### config.mk
export PLATFORM = sky130hd
export DESIGN_NAME = idle_pwr_ctrl
export DESIGN_NICKNAME = d
export VERILOG_FILES = /design/src/rtl/idle_pwr_pkg.sv /design/src/rtl/idle_wake_detect.sv /design/src/rtl/idle_lprc_keep.sv /design/src/rtl/idle_fsm.sv /design/src/rtl/idle_pwr_ctrl.sv
export SDC_FILE = /design/constraint.sdc
export NUM_CORES = 1
export LEC_CHECK = 0
export BUFFER_PORTS_ARGS = -buffer_cell sky130_fd_sc_hd__buf_2
export CORE_AREA = 2 2 39 41
export CTS_CLUSTER_SIZE = 24
export DETAILED_ROUTE_END_ITERATION = 10
export DIE_AREA = 0 0 41 43
export GPL_TIMING_DRIVEN = 0
export PLACE_DENSITY_LB_ADDON = 0.3
export SLEW_MARGIN = 5
export SYNTH_ARGS = -nofsm -noshare
export SYNTH_HDL_FRONTEND = slang
export SYNTH_SLANG_ARGS = --single-unit
### constraint.sdc
create_clock -name clk -period 4.5 [get_ports clk]
set_clock_uncertainty 0.15 [all_clocks]
set_input_delay 0.45 -clock clk [delete_from_list [all_inputs] [get_ports clk]]
set_output_delay 0.45 -clock clk [all_outputs]
set_load 0.1 [all_outputs]
### src/rtl/idle_pwr_pkg.sv
package idle_pwr_pkg;
    typedef enum logic [1:0] {
        ST_RUN   = 2'd0,
        ST_ENTER = 2'd1,
        ST_IDLE  = 2'd2,
        ST_WAKE  = 2'd3
    } idle_state_t;
endpackage

### src/rtl/idle_wake_detect.sv
module idle_wake_detect #(
    parameter int N_IRQ = 8
) (
    input  logic [N_IRQ-1:0] irq_pend,
    input  logic [N_IRQ-1:0] irq_en,
    input  logic             wdt_timeout,
    output logic             irq_hit,
    output logic             wdt_hit
);
    // Per-line qualification of pending interrupts by their enables.
    logic [N_IRQ-1:0] armed;

    for (genvar i = 0; i < N_IRQ; i++) begin : g_line
        assign armed[i] = irq_pend[i] & irq_en[i];
    end

    assign irq_hit = |armed;
    assign wdt_hit = wdt_timeout;
endmodule

### src/rtl/idle_lprc_keep.sv
import idle_pwr_pkg::*;

module idle_lprc_keep (
    input  idle_state_t state,
    input  logic        wdt_en,
    input  logic        fscm_en,
    output logic        lprc_keep
);
    // The low-power oscillator only matters while the core clock is gated.
    always_comb begin
        lprc_keep = (state == ST_IDLE) && (wdt_en || fscm_en);
    end
endmodule

### src/rtl/idle_fsm.sv
import idle_pwr_pkg::*;

module idle_fsm (
    input  logic        clk,
    input  logic        rst_n,
    input  logic        save_req,
    input  logic        irq_hit,
    input  logic        wdt_hit,
    output idle_state_t state,
    output logic        cpu_clk_en,
    output logic        wdt_clr,
    output logic        wake,
    output logic        resume_isr
);
    idle_state_t state_nx;
    logic        defer_q;
    logic        defer_nx;
    logic        resume_nx;

    // Next-state and side-register decode.
    always_comb begin
        state_nx  = state;
        defer_nx  = defer_q;
        resume_nx = resume_isr;
        unique case (state)
            ST_RUN: begin
                defer_nx = 1'b0;
                if (save_req) state_nx = ST_ENTER;
            end
            ST_ENTER: begin
                // Interrupt arriving during entry is held, not an abort.
                defer_nx = irq_hit;
                state_nx = ST_IDLE;
            end
            ST_IDLE: begin
                if (irq_hit || defer_q) begin
                    state_nx  = ST_WAKE;
                    resume_nx = 1'b1;
                    defer_nx  = 1'b0;
                end else if (wdt_hit) begin
                    state_nx  = ST_WAKE;
                    resume_nx = 1'b0;
                end
            end
            ST_WAKE: begin
                state_nx = ST_RUN;
            end
            default: state_nx = ST_RUN;
        endcase
    end

    // State register.
    always_ff @(posedge clk or negedge rst_n) begin
        if (!rst_n) begin
            state      <= ST_RUN;
            defer_q    <= 1'b0;
            resume_isr <= 1'b0;
        end else begin
            state      <= state_nx;
            defer_q    <= defer_nx;
            resume_isr <= resume_nx;
        end
    end

    // Moore outputs.
    always_comb begin
        cpu_clk_en = 1'b1;
        wdt_clr    = 1'b0;
        wake       = 1'b0;
        unique case (state)
            ST_RUN:   ;
            ST_ENTER: wdt_clr = 1'b1;
            ST_IDLE:  cpu_clk_en = 1'b0;
            ST_WAKE:  wake = 1'b1;
            default:  ;
        endcase
    end

    // entry lasts exactly one cycle.
    p_enter_one_cycle_r2: assert property (@(posedge clk) disable iff (!rst_n)
        (state == ST_ENTER) |=> (state == ST_IDLE));

    // the watchdog clear is followed by the gated clock.
    p_clr_then_gate_r3: assert property (@(posedge clk) disable iff (!rst_n)
        wdt_clr |=> !cpu_clk_en);

    // wake lasts one cycle and always comes out of a gated cycle.
    p_wake_single_r6: assert property (@(posedge clk) disable iff (!rst_n)
        wake |=> !wake);
    p_wake_after_gate_r6: assert property (@(posedge clk) disable iff (!rst_n)
        $rose(wake) |-> $past(!cpu_clk_en));

    // a deferred interrupt produces the wake two edges later.
    p_deferred_wake_r8: assert property (@(posedge clk) disable iff (!rst_n)
        (state == ST_ENTER && irq_hit) |-> ##2 wake);

    // a timeout-only wake reports the next-instruction resume point.
    p_resume_wdt_r7: assert property (@(posedge clk) disable iff (!rst_n)
        (state == ST_IDLE && !irq_hit && !defer_q && wdt_hit) |=> !resume_isr);

    // a request while idle and quiet changes nothing.
    p_req_ignored_r10: assert property (@(posedge clk) disable iff (!rst_n)
        (state == ST_IDLE && !irq_hit && !defer_q && !wdt_hit) |=> (state == ST_IDLE));
endmodule

### src/rtl/idle_pwr_ctrl.sv
import idle_pwr_pkg::*;

module idle_pwr_ctrl #(
    parameter int N_IRQ = 8
) (
    input  logic             clk,
    input  logic             rst_n,
    input  logic             save_req,
    input  logic [N_IRQ-1:0] irq_pend,
    input  logic [N_IRQ-1:0] irq_en,
    input  logic             wdt_timeout,
    input  logic             wdt_en,
    input  logic             fscm_en,
    output logic             cpu_clk_en,
    output logic             wdt_clr,
    output logic             lprc_keep,
    output logic             wake,
    output logic             resume_isr
);
    idle_state_t state;
    logic        irq_hit;
    logic        wdt_hit;

    idle_wake_detect #(.N_IRQ(N_IRQ)) u_detect (
        .irq_pend    (irq_pend),
        .irq_en      (irq_en),
        .wdt_timeout (wdt_timeout),
        .irq_hit     (irq_hit),
        .wdt_hit     (wdt_hit)
    );

    idle_fsm u_fsm (
        .clk        (clk),
        .rst_n      (rst_n),
        .save_req   (save_req),
        .irq_hit    (irq_hit),
        .wdt_hit    (wdt_hit),
        .state      (state),
        .cpu_clk_en (cpu_clk_en),
        .wdt_clr    (wdt_clr),
        .wake       (wake),
        .resume_isr (resume_isr)
    );

    idle_lprc_keep u_keep (
        .state     (state),
        .wdt_en    (wdt_en),
        .fscm_en   (fscm_en),
        .lprc_keep (lprc_keep)
    );

    // the keep-alive is never raised while the core clock runs.
    p_keep_gated_r4: assert property (@(posedge clk) disable iff (!rst_n)
        lprc_keep |-> !cpu_clk_en);
endmodule

## Yosys cells after proc, flatten, opt, wreduce, memory -nomap -nowiden

Cells that the tools add are included.

| word-level totals | value |
|---|---|
| register bits | 4 |
| latch bits | 0 |
| memory bits (writable) | 0 |
| bits in read-only memories | 0 |
| input bits | 22 |
| output and inout bits | 5 |
| memories | 0 |

| operators by class | value |
|---|---|
| $add $sub $neg | 0 |
| $mul | 0 |
| divide/modulo/power cells | 0 |
| magnitude comparators | 0 |
| eq/ne operators | 6 |
| shift-type cells | 0 |
| multiplexer cells | 11 |
| bitwise gates (word level) | 8 |
| reduce and logical (&&, ||, !) cells | 10 |

Operators with widths:

| operator | number |
|---|---|
| 1-bit bitwise AND | 8 |
| 2-bit one-hot mux with 4 select lines | 1 |
| 8-bit OR reduction | 1 |
| 1-bit 2-to-1 mux | 6 |
| 2-bit 2-to-1 mux | 3 |
| 2-bit AND reduction | 3 |
| 2-bit equality test (second input constant) | 2 |
| 3-bit by 2-bit inequality test with 1-bit output (second input constant) | 1 |
| 1-bit one-hot mux with 3 select lines | 1 |
| 3-bit nonzero test | 1 |
| 2-bit by 1-bit equality test with 1-bit output (second input constant) | 1 |
| 2-bit logical NOT | 1 |
| 1-bit logical OR | 2 |
| 2-bit by 1-bit inequality test with 1-bit output (second input constant) | 1 |
| 2-bit inequality test (second input constant) | 1 |
| 2-bit nonzero test | 1 |
| 1-bit logical AND | 1 |

## Logic depth before layout (Yosys ltp)

Gate-level depths: netlist (run 1).

| logic depth | value |
|---|---|
| word-level depth | 5 |
| gate-level depth with buffers | 6 |
| mapped depth without buffers | 6 |

## By module

Synthesis (run 1) repeated with hierarchy kept, for this count alone.

| second synthesis, totals | value |
|---|---|
| cell total of the unflattened synthesis | 32 |
| area, all modules | 315.3 µm² |

By module, submodules not included:

| module | instances | cells each | area an instance (µm²) |
|---|---|---|---|
| idle_fsm | 1 | 24 | 255.2 |
| idle_wake_detect | 1 | 6 | 43.8 |
| idle_lprc_keep | 1 | 2 | 16.3 |

## Worst setup path before layout (run 1)

OpenSTA, ideal clock, no wires.

| timing | value |
|---|---|
| kind | register to output |
| start | reg u_fsm.state[0] |
| end | out lprc_keep |
| data arrival time | 2254 ps |
| data required time | 3900 ps |
| path slack | 1646 ps |
| stages on the path, launching flop included | 5 |
| buffers on the path | 0 |
| cells stage by stage | dfrtp_1 > inv_1 > ha_1 > inv_2 > nor2_1 |

| between the ends | value |
|---|---|
| cells in the longest elaborated chain, start to end | 2 |

Ends and longest elaborated chain:

| element | line | text |
|---|---|---|
| start: declaration | idle_fsm.sv:9 | `output idle_state_t state,` |
| start signal: assignment | idle_fsm.sv:59 | `state <= state_nx;` |
| 2-bit equality test | idle_lprc_keep.sv:11 | `lprc_keep = (state == ST_IDLE) && (wdt_en \|\| fscm_en);` |
| 1-bit logical AND | idle_lprc_keep.sv:11 |  |
| end: declaration | idle_pwr_ctrl.sv:16 | `output logic lprc_keep,` |

No other way between the ends.

## Final worst setup path (run 1)

Ends and elaborated chain as after synthesis.

==> results.py, run 1 <==
metrics = {
    "place": {
        "io_buffers": 26,
        "gp_congestion": 0.690,
        "place_inst": 74,
        "dp_slack_ns": 2.56,
        "post_dp_cell_area_um2": 469,
        "dp_hpwl_um": 592,
    },
    "power_and_ir_drop": {
        "seq_power_share": 0.171,
        "netSwitchingPower_uw": 243,
        "internal_power_uw": 145,
        "ir_drop_uv": 220,
        "total_power_uw": 388,
        "power_frac_comb": 0.716,
        "leakagePower_nw": 0.269,
        "clkPwrFrac": 0.113,
        "power_density_nw_per_um2": 773,
        "swShare": 0.626,
    },
    "global_route": {
        "grt_pass1_wl_um": 1050,
        "use_met3": 0.0942,
        "grt_max_degree": 5,
        "antenna_found_initial": 0,
        "grt_pass1_vias": 303,
        "met1_usage": 0.0774,
        "overflow": 0,
        "use_met2": 0.150,
        "grt.busiest_layer": "met2",
        "grt_use_total": 0.0935,
    },
    "yosys": {
        "syn_avg_cell_area_um2": 9.97,
        "yosys.cell_types.count": 15,
        "ys_seq_elements": 4,
        "yosysSeqAreaShare": 0.314,
        "synth_area_um2": 319,
        "synth_nets": 59,
        "yosys_warnings": 0,
        "syn_inst": 32,
    },
    "floorplan": {
        "die_x_um": 41,
        "io_pins": 27,
        "dieArea_um2": 1760,
        "die_y_um": 43,
        "core_area_um2": 1380,
        "rows": 14,
        "initial_core_util": 0.231,
    },
    "setup_path": {
        "arrival_ns": 1.56,
        "regToRegEndpoint": "u_fsm.state[1]",
        "path_depth": 5,
        "cp-end-kind": "output pin",
        "required_ns": 3.90,
        "cp_slowest_cell": "buf_2",
        "setup.worst_path.class": "reg2out",
        "path_cells": "inv_1, ha_1, inv_2, nor2_1, buf_2",
        "crit_family": "buffers and inverters",
        "worstSetupStartpoint": "u_fsm.state[0]",
        "slowest_delay_ns": 0.42,
        "crit_end": "lprc_keep",
        "ff2ff_path_depth": 6,
        "r2r-start": "u_fsm.state[0]",
        "crit_path_start_kind": "register",
        "r2r_setup_slack_ns": 2.57,
        "path_buf_inv": 3,
        "cp_max_fo": 4,
    },
    "finish": {
        "mostFrequentLayoutCell": "buf_2",
        "antennaDiodeCount": 0,
        "design_area_um2": 502,
        "fill_cells": 152,
        "mostFrequentLayoutCells": "26 x buf_2, 5 x nand2_1, 5 x ha_1",
        "layout.cells.non_filler": 78,
        "final_core_util": 0.363,
        "area_delta_synth_final_pct": 57.3,
        "drive_above_1_share": 0.532,
        "nNetsFinal": 91,
    },
    "timing": {
        "period_needed_ns": 2.16,
        "setup_slack_ns": 2.34,
        "finalHoldViolCount": 0,
        "drv_slew": 0,
        "slew_headroom": 0.675,
        "rsz0062_at_grt": "no",
        "fin_tns_setup_ns": 0,
        "setup_viol": 0,
        "tightest_slew_ns": 0.491,
        "fin_crit_sh": 0.479,
        "max_freq_mhz": 463,
        "holdWs_ns": 0.313,
    },
    "clocking": {
        "insertion_delay_ns": 0.23,
        "clock-sinks": 4,
        "cts_buffers": 3,
        "cts.path.max_buffers": 2,
        "cts-root-buf": "clkbuf_4",
        "cts_tree": "yes",
        "h-tree-depth": 1,
        "post-cts-setup-buffer-count": 0,
        "clk_pin_slew_worst_paths_ns": 0.04,
    },
    "detailed_routing": {
        "dr_total_vias": 314,
        "drt_pass1_iterations": 2,
        "drtIter0Drc": 1,
        "ant_nets": 0,
        "route.detailed.drc": 0,
        "avgViaCountPerCell": 4.03,
        "wl_um": 656,
        "wl_per_cell_um": 8.41,
    },
    "min_path": {
        "hold_depth": 2,
        "hp-class": "reg2reg",
    },
    "run_status": {
        "status": "finished clean",
    },
    "run": {
        "cap_violations": 0,
    },
}
## sequential cells by signal, indices dropped and copies added (netlist names)
register	cells
u_fsm.state	2
u_fsm.defer_q	1
u_fsm.resume_isr	1
## layout make-up
cell class	count	area [um^2]	share of cell area
Clock buffer	3	22.5	0.0449
Multi-Input combinational cell	25	208	0.414
Inverter	3	11.3	0.0224
Sequential cell	4	100	0.200
Timing Repair Buffer	27	140	0.279
Tap cell	16	20.0	0.0399
## worst register-to-register path: stages (launching register included)
cell and delay [ns]:
dfrtp_1 0.39, inv_1 0.12, ha_1 0.24, inv_2 0.06, or3_4 0.39, o21bai_4 0.13, mux2_1 0.32
## layer usage
layer / part of all wire / vias up
met5: 0 / -
met1: 0.41 / 130
met4: 0 / 0
li1: - / 171
met3: 0.14 / 0
met2: 0.45 / 13
## worst min-delay path by stage
stage                     startpoint          endpoint
CTS                 u_fsm.resume_isr  u_fsm.resume_isr
detailed placement             rst_n  u_fsm.resume_isr
global placement               rst_n  u_fsm.resume_isr
finish              u_fsm.resume_isr  u_fsm.resume_isr
floorplan                      rst_n     u_fsm.defer_q
global route        u_fsm.resume_isr  u_fsm.resume_isr
## power by group through the flow
stage               clock network [mW]  logic [mW]  registers [mW]
floorplan                            0       0.214          0.0935
global placement                     0       0.280          0.0670
detailed placement                   0       0.280          0.0673
CTS                             0.0460       0.281          0.0667
global route                    0.0505       0.298          0.0696
finish                          0.0437       0.278          0.0665
## synthesized netlist by cell type
master	count	area, um^2
a21oi_1	1	5.00
inv_1	2	7.51
o21ai_0	2	10.0
or3_4	1	11.3
nor2b_1	1	6.26
nand2_1	5	18.8
nor2_1	2	7.51
nand4_4	1	21.3
dfrtp_1	4	100
a22oi_1	4	30.0
ha_1	5	62.6
nor3_1	1	5.00
inv_2	1	3.75
o21bai_4	1	18.8
mux2_1	1	11.3
## cells by family after synthesis
logic type               count (synthesis)  synth area share
AND/OR/NAND/NOR                         11             0.220
AO/OA/AOI/OAI                            8             0.200
adder cells (fa/ha/maj)                  5             0.196
flip-flops                               4             0.314
buffers and inverters                    3            0.0353
multiplexers                             1            0.0353
## repair_timing
item,4_1_cts,5_1_grt
hold buffers,1,0
gates resized for setup,0,0
endpoints found under the hold margin,4,0
No activity file was read; power rests on OpenSTA's default activity.
==> run 2, diff against run 1 <==
==> constraint.sdc (replaced) <==
create_clock -name clk -period 1.9 [get_ports clk]
set_clock_uncertainty 0.15 [all_clocks]
set_input_delay 0.19 -clock clk [delete_from_list [all_inputs] [get_ports clk]]
set_output_delay 0.19 -clock clk [all_outputs]
set_load 0.1 [all_outputs]
==> results.py, run 2 (synthesized netlist as in run 1, its figures left out) <==
metrics = {
    "run_status": {
        "status": "finished clean",
    },
    "setup_path": {
        "arrival_ns": 1.81,
        "path_cells": "inv_2, ha_4, inv_6, or3_4, o21bai_4, mux2_1",
        "crit_path_start_kind": "register",
        "r2r-start": "u_fsm.state[0]",
        "r2r_setup_slack_ns": 0.05,
        "cp_slowest_cell": "dfrtp_1",
        "cp_max_fo": 4,
        "regToRegEndpoint": "u_fsm.state[1]",
        "cp-end-kind": "register",
        "setup.worst_path.class": "reg2reg",
        "ff2ff_path_depth": 6,
        "required_ns": 1.86,
        "slowest_delay_ns": 0.40,
    },
    "clocking": {
        "cts-root-buf": "clkbuf_4",
        "clk_pin_slew_worst_paths_ns": 0.04,
        "h-tree-depth": 1,
        "cts_tree": "yes",
        "insertion_delay_ns": 0.24,
        "cts.path.max_buffers": 2,
        "cts_buffers": 3,
        "clock-sinks": 4,
    },
    "floorplan": {
        "io_pins": 27,
        "die_x_um": 41,
        "dieArea_um2": 1760,
        "rows": 14,
        "die_y_um": 43,
        "initial_core_util": 0.231,
        "core_area_um2": 1380,
    },
    "detailed_routing": {
        "avgViaCountPerCell": 4.38,
        "dr_total_vias": 350,
        "drt_pass1_iterations": 1,
        "ant_nets": 0,
        "drtIter0Drc": 0,
        "wl_per_cell_um": 9.44,
        "route.detailed.drc": 0,
        "wl_um": 755,
    },
    "global_route": {
        "grt_pass1_wl_um": 1190,
        "antenna_found_initial": 0,
        "grt_use_total": 0.103,
        "overflow": 0,
        "grt_pass1_vias": 330,
        "grt_max_degree": 5,
    },
    "finish": {
        "layout.cells.non_filler": 80,
        "top_register": "u_fsm.state",
        "largest_registers": "u_fsm.state (2), u_fsm.defer_q (1), u_fsm.resume_isr (1)",
        "mostFrequentLayoutCells": "26 x buf_2, 5 x nand2_1, 4 x a22oi_1, 4 x ha_1, 4 x dfrtp_1",
        "largest_reg_flops": 2,
        "antennaDiodeCount": 0,
        "nNetsFinal": 93,
        "area_delta_synth_final_pct": 69.8,
        "drive_above_1_share": 0.594,
        "mostFrequentLayoutCell": "buf_2",
        "design_area_um2": 542,
    },
    "timing": {
        "fin_tns_setup_ns": 0,
        "period_needed_ns": 1.85,
        "holdWs_ns": 0.0807,
        "finalHoldViolCount": 0,
        "setup_viol": 0,
        "setup_slack_ns": 0.0517,
        "fin_crit_sh": 0.973,
        "max_freq_mhz": 541,
        "tightest_slew_ns": 0.486,
        "drv_slew": 0,
        "slew_headroom": 0.678,
    },
    "run": {
        "cap_violations": 0,
    },
    "place": {
        "gp_congestion": 0.702,
        "io_buffers": 26,
        "dp_slack_ns": 0.0472,
        "place_inst": 74,
        "post_dp_cell_area_um2": 494,
    },
    "min_path": {
        "hold_depth": 4,
        "hold_end": "u_fsm.resume_isr",
        "worstHoldStart": "wdt_timeout",
        "hp-class": "in2reg",
    },
    "power_and_ir_drop": {
        "leakagePower_nw": 0.279,
        "ir_drop_uv": 752,
        "power_density_nw_per_um2": 1860,
    },
}
run 2: metrics by stage:
| step | utilization | total power [mW] |
|---|---|---|
| floorplan | - | 0.781 |
| global placement | 0.357 | 0.870 |
| detailed placement | 0.357 | 0.879 |
| CTS | 0.381 | 0.992 |
| global route | 0.392 | 1.08 |
| finish | 0.392 | 1.01 |
run 2: final cells by class:
cell class / count / area (um^2)
Multi-Input combinational cell: 25 / 228
Sequential cell: 4 / 100
Inverter: 3 / 16.3
Clock buffer: 3 / 22.5
Timing Repair Buffer: 29 / 155
Fill cell: 147 / 842
Tap cell: 16 / 20.0
run 2: timing repair:
action	in CTS	in global routing
gates resized for setup	0	0
hold buffers	1	0
buffers inserted	0	2
endpoints found under the hold margin	4	0
endpoints found under the setup margin	0	1
run 2: critical path: cells and delay by family (launching register included):
family | cells | cell delay, ns
compound gates | 1 | 0.12
buf+inv | 2 | 0.15
simple gates | 1 | 0.39
flops | 1 | 0.40
mux | 1 | 0.32
fa+ha+maj | 1 | 0.18
run 2: worst max-delay path by stage:
stage                        start        endpoint  slack (ns)  depth (start not counted)
finish              u_fsm.state[0]  u_fsm.state[1]        0.05                          6
global route        u_fsm.state[0]  u_fsm.state[1]      -0.008                          6
CTS                 u_fsm.state[0]  u_fsm.state[1]        0.04                          6
detailed placement  u_fsm.state[0]  u_fsm.state[1]        0.05                          6
global placement    u_fsm.state[0]  u_fsm.state[1]        0.06                          6
floorplan           u_fsm.state[0]  u_fsm.state[1]        0.03                          6
run 2: routing by layer:
metal  global-route usage  share of wire  up-vias
met5                    0              0        -
met4               0.0400              0        0
met3               0.0785          0.082        0
met2                0.156           0.57       13
met1                0.103           0.34      160
li1                     -              -      177
run 2: power breakdown:
part           leakage [nW]  internal, mW  switching (mW)  total (mW)
combinational         0.218         0.196           0.542       0.738
clock                0.0138        0.0706          0.0343       0.105
sequential           0.0471         0.128          0.0388       0.167
total                 0.279         0.394           0.615        1.01
==> run 3, diff against run 2 <==
--- a/config.mk
+++ b/config.mk
@@ -5,6 +5,7 @@
 export SDC_FILE = /design/constraint.sdc
 export NUM_CORES = 1
 export LEC_CHECK = 0
+export ABC_AREA = 1
 export BUFFER_PORTS_ARGS = -buffer_cell sky130_fd_sc_hd__buf_2
 export CORE_AREA = 2 2 39 41
 export CTS_CLUSTER_SIZE = 24
==> results.py, run 3 <==
metrics = {
    "run_status": {
        "status": "finished clean",
    },
    "finish": {
        "mostFrequentLayoutCell": "buf_2",
        "drive_above_1_share": 0.468,
        "antennaDiodeCount": 0,
        "top_register": "u_fsm.state",
        "nNetsFinal": 108,
        "layout.cells.non_filler": 95,
        "area_delta_synth_final_pct": 57.6,
        "mostFrequentLayoutCells": "24 x buf_2, 23 x nand2_1, 5 x ha_1",
        "fill_cells": 157,
        "largest_registers": "u_fsm.state (2), u_fsm.defer_q (1), u_fsm.resume_isr (1)",
        "largest_reg_flops": 2,
    },
    "timing": {
        "setup_slack_ns": 0.138,
        "drv_slew": 0,
        "rsz0062_at_grt": "no",
        "max_freq_mhz": 568,
        "holdWs_ns": 0.0953,
        "tightest_slew_ns": 0.487,
        "fin_tns_setup_ns": 0,
        "setup_viol": 0,
        "fin_crit_sh": 0.927,
        "finalHoldViolCount": 0,
        "slew_headroom": 0.678,
        "period_needed_ns": 1.76,
    },
    "place": {
        "io_buffers": 26,
        "dp_slack_ns": 0.226,
        "place_inst": 91,
        "gp_congestion": 0.698,
        "dp_hpwl_um": 643,
    },
    "clocking": {
        "clk_pin_slew_worst_paths_ns": 0.04,
        "cts-root-buf": "clkbuf_4",
        "insertion_delay_ns": 0.23,
        "h-tree-depth": 1,
        "cts.path.max_buffers": 2,
        "post-cts-setup-buffer-count": 0,
        "cts_tree": "yes",
        "cts_buffers": 3,
        "clock-sinks": 4,
    },
    "yosys": {
        "async_reset_ff_frac": 1.00,
        "synth_compound_area_frac": 0.0295,
        "yosys.area.top_type": "dfrtp_1",
        "synth_top_family_by_area": "simple AND/OR/NAND/NOR gates",
        "yosys.cell_types.count": 12,
        "syn_inst": 49,
        "synth_nets": 76,
        "synth-xor-area-share": 0,
        "synth_fa_ha_area_frac": 0.185,
        "synth_area_leaders": "dfrtp_1 30%, nand2_1 25%, ha_1 18%, nor2_2 5.5%, inv_1 4.4%",
        "syn_avg_cell_area_um2": 6.92,
        "synth_flop_cell": "dfrtp_1",
        "synthSimpleGateAreaFrac": 0.435,
        "synth_area_um2": 339,
        "synth_top_area_frac": 0.295,
        "synth.area.mux_share": 0,
        "ys_seq_elements": 4,
        "ys_top_cells_by_count": "23 x nand2_1, 5 x ha_1, 4 x dfrtp_1, 4 x inv_1, 3 x nor2_2",
        "synth_edf_count": 0,
        "yosys_warnings": 0,
        "yosys.cell_count.top_type": "nand2_1",
        "yosysSeqAreaShare": 0.295,
    },
    "global_route": {
        "antenna_found_initial": 0,
        "grt_pass1_vias": 362,
        "grt_use_total": 0.0947,
        "overflow": 0,
        "grt_max_degree": 5,
        "grt_pass1_wl_um": 1160,
    },
    "detailed_routing": {
        "drt_pass1_iterations": 1,
        "avgViaCountPerCell": 4.19,
        "drtIter0Drc": 0,
        "wl_um": 740,
        "wl_per_cell_um": 7.79,
        "ant_nets": 0,
        "route.detailed.drc": 0,
        "dr_total_vias": 398,
    },
    "power_and_ir_drop": {
        "power_density_nw_per_um2": 1780,
        "leakagePower_nw": 0.321,
        "ir_drop_uv": 885,
    },
    "floorplan": {
        "initial_core_util": 0.245,
        "die_x_um": 41,
        "io_pins": 27,
        "die_y_um": 43,
        "dieArea_um2": 1760,
        "core_area_um2": 1380,
        "rows": 14,
    },
    "setup_path": {
        "cp_max_fo": 4,
        "r2r_setup_slack_ns": 0.42,
        "cp_slowest_cell": "dfrtp_1",
        "crit_path_start_kind": "register",
        "slowest_delay_ns": 0.40,
        "setup.worst_path.class": "reg2out",
        "path_cells": "inv_1, ha_1, inv_2, nor2_4, buf_4",
        "required_ns": 1.56,
        "cp-end-kind": "output pin",
        "arrival_ns": 1.42,
    },
    "min_path": {
        "hp-class": "in2reg",
    },
    "run": {
        "cap_violations": 0,
    },
}
-- run 3: per-layer routing --
layer	share of wire	up-vias	GRT usage
met5	0	-	0
met1	0.37	172	0.0812
met4	0	0	0
met3	0.10	0	0.0628
met2	0.53	16	0.178
li1	-	210	-
-- run 3: final timing paths --
check,start,endpoint,cells past startpoint
min,wdt_timeout,u_fsm.resume_isr,4
min in group asynchronous,rst_n,u_fsm.defer_q,2
max in group asynchronous,rst_n,u_fsm.state[1],2
max reg2reg,u_fsm.state[0],u_fsm.state[1],7
min reg2reg,u_fsm.resume_isr,u_fsm.resume_isr,2
max,u_fsm.state[0],lprc_keep,5
-- run 3: cell type report --
cell class / instances / area [um^2] / area share
repair buffers: 27 / 145 / 0.272
flip-flops and latches: 4 / 100 / 0.187
well taps: 16 / 20.0 / 0.0375
multi-input cells: 40 / 228 / 0.426
clock buffers: 3 / 22.5 / 0.0422
inverters: 5 / 18.8 / 0.0351
-- run 3: where the power goes --
part           internal [mW]  leakage (nW)  switching [mW]  total (mW)
registers              0.127        0.0475          0.0335       0.161
logic                  0.159         0.259           0.528       0.687
clock network         0.0706        0.0138          0.0332       0.104
total                  0.357         0.321           0.595       0.952
-- run 3: per-stage QoR --
| stage | instance area [um^2] | utilization | power [mW] |
|---|---|---|---|
| 2_1_floorplan | 347 | - | 0.740 |
| 3_3_place_gp | 497 | 0.359 | 0.838 |
| 4_1_cts | 532 | 0.384 | 0.967 |
| 3_5_place_dp | 497 | 0.359 | 0.848 |
| 6_report | 534 | 0.386 | 0.952 |
| 5_1_grt | 534 | 0.386 | 1.03 |
-- run 3: cell families after synthesis --
logic type / count (synthesis)
AND/OR/NAND/NOR: 33
AO/OA/AOI/OAI: 2
adder cells (fa/ha/maj): 5
buffers and inverters: 5
flip-flops: 4
-- run 3: worst max-delay path: cells and delay by family, from the launching register on --
family / cells / cell delay (ns)
buf+inv: 3 / 0.47
fa+ha+maj: 1 / 0.22
flops: 1 / 0.40
simple gates: 1 / 0.09
-- run 3: what timing repair did --
| item | in CTS | in global routing |
|---|---|---|
| gates resized for setup | 1 | 1 |
| endpoints found under the setup margin | 1 | 1 |
| endpoints found under the hold margin | 4 | 0 |
| hold buffers | 1 | 0 |
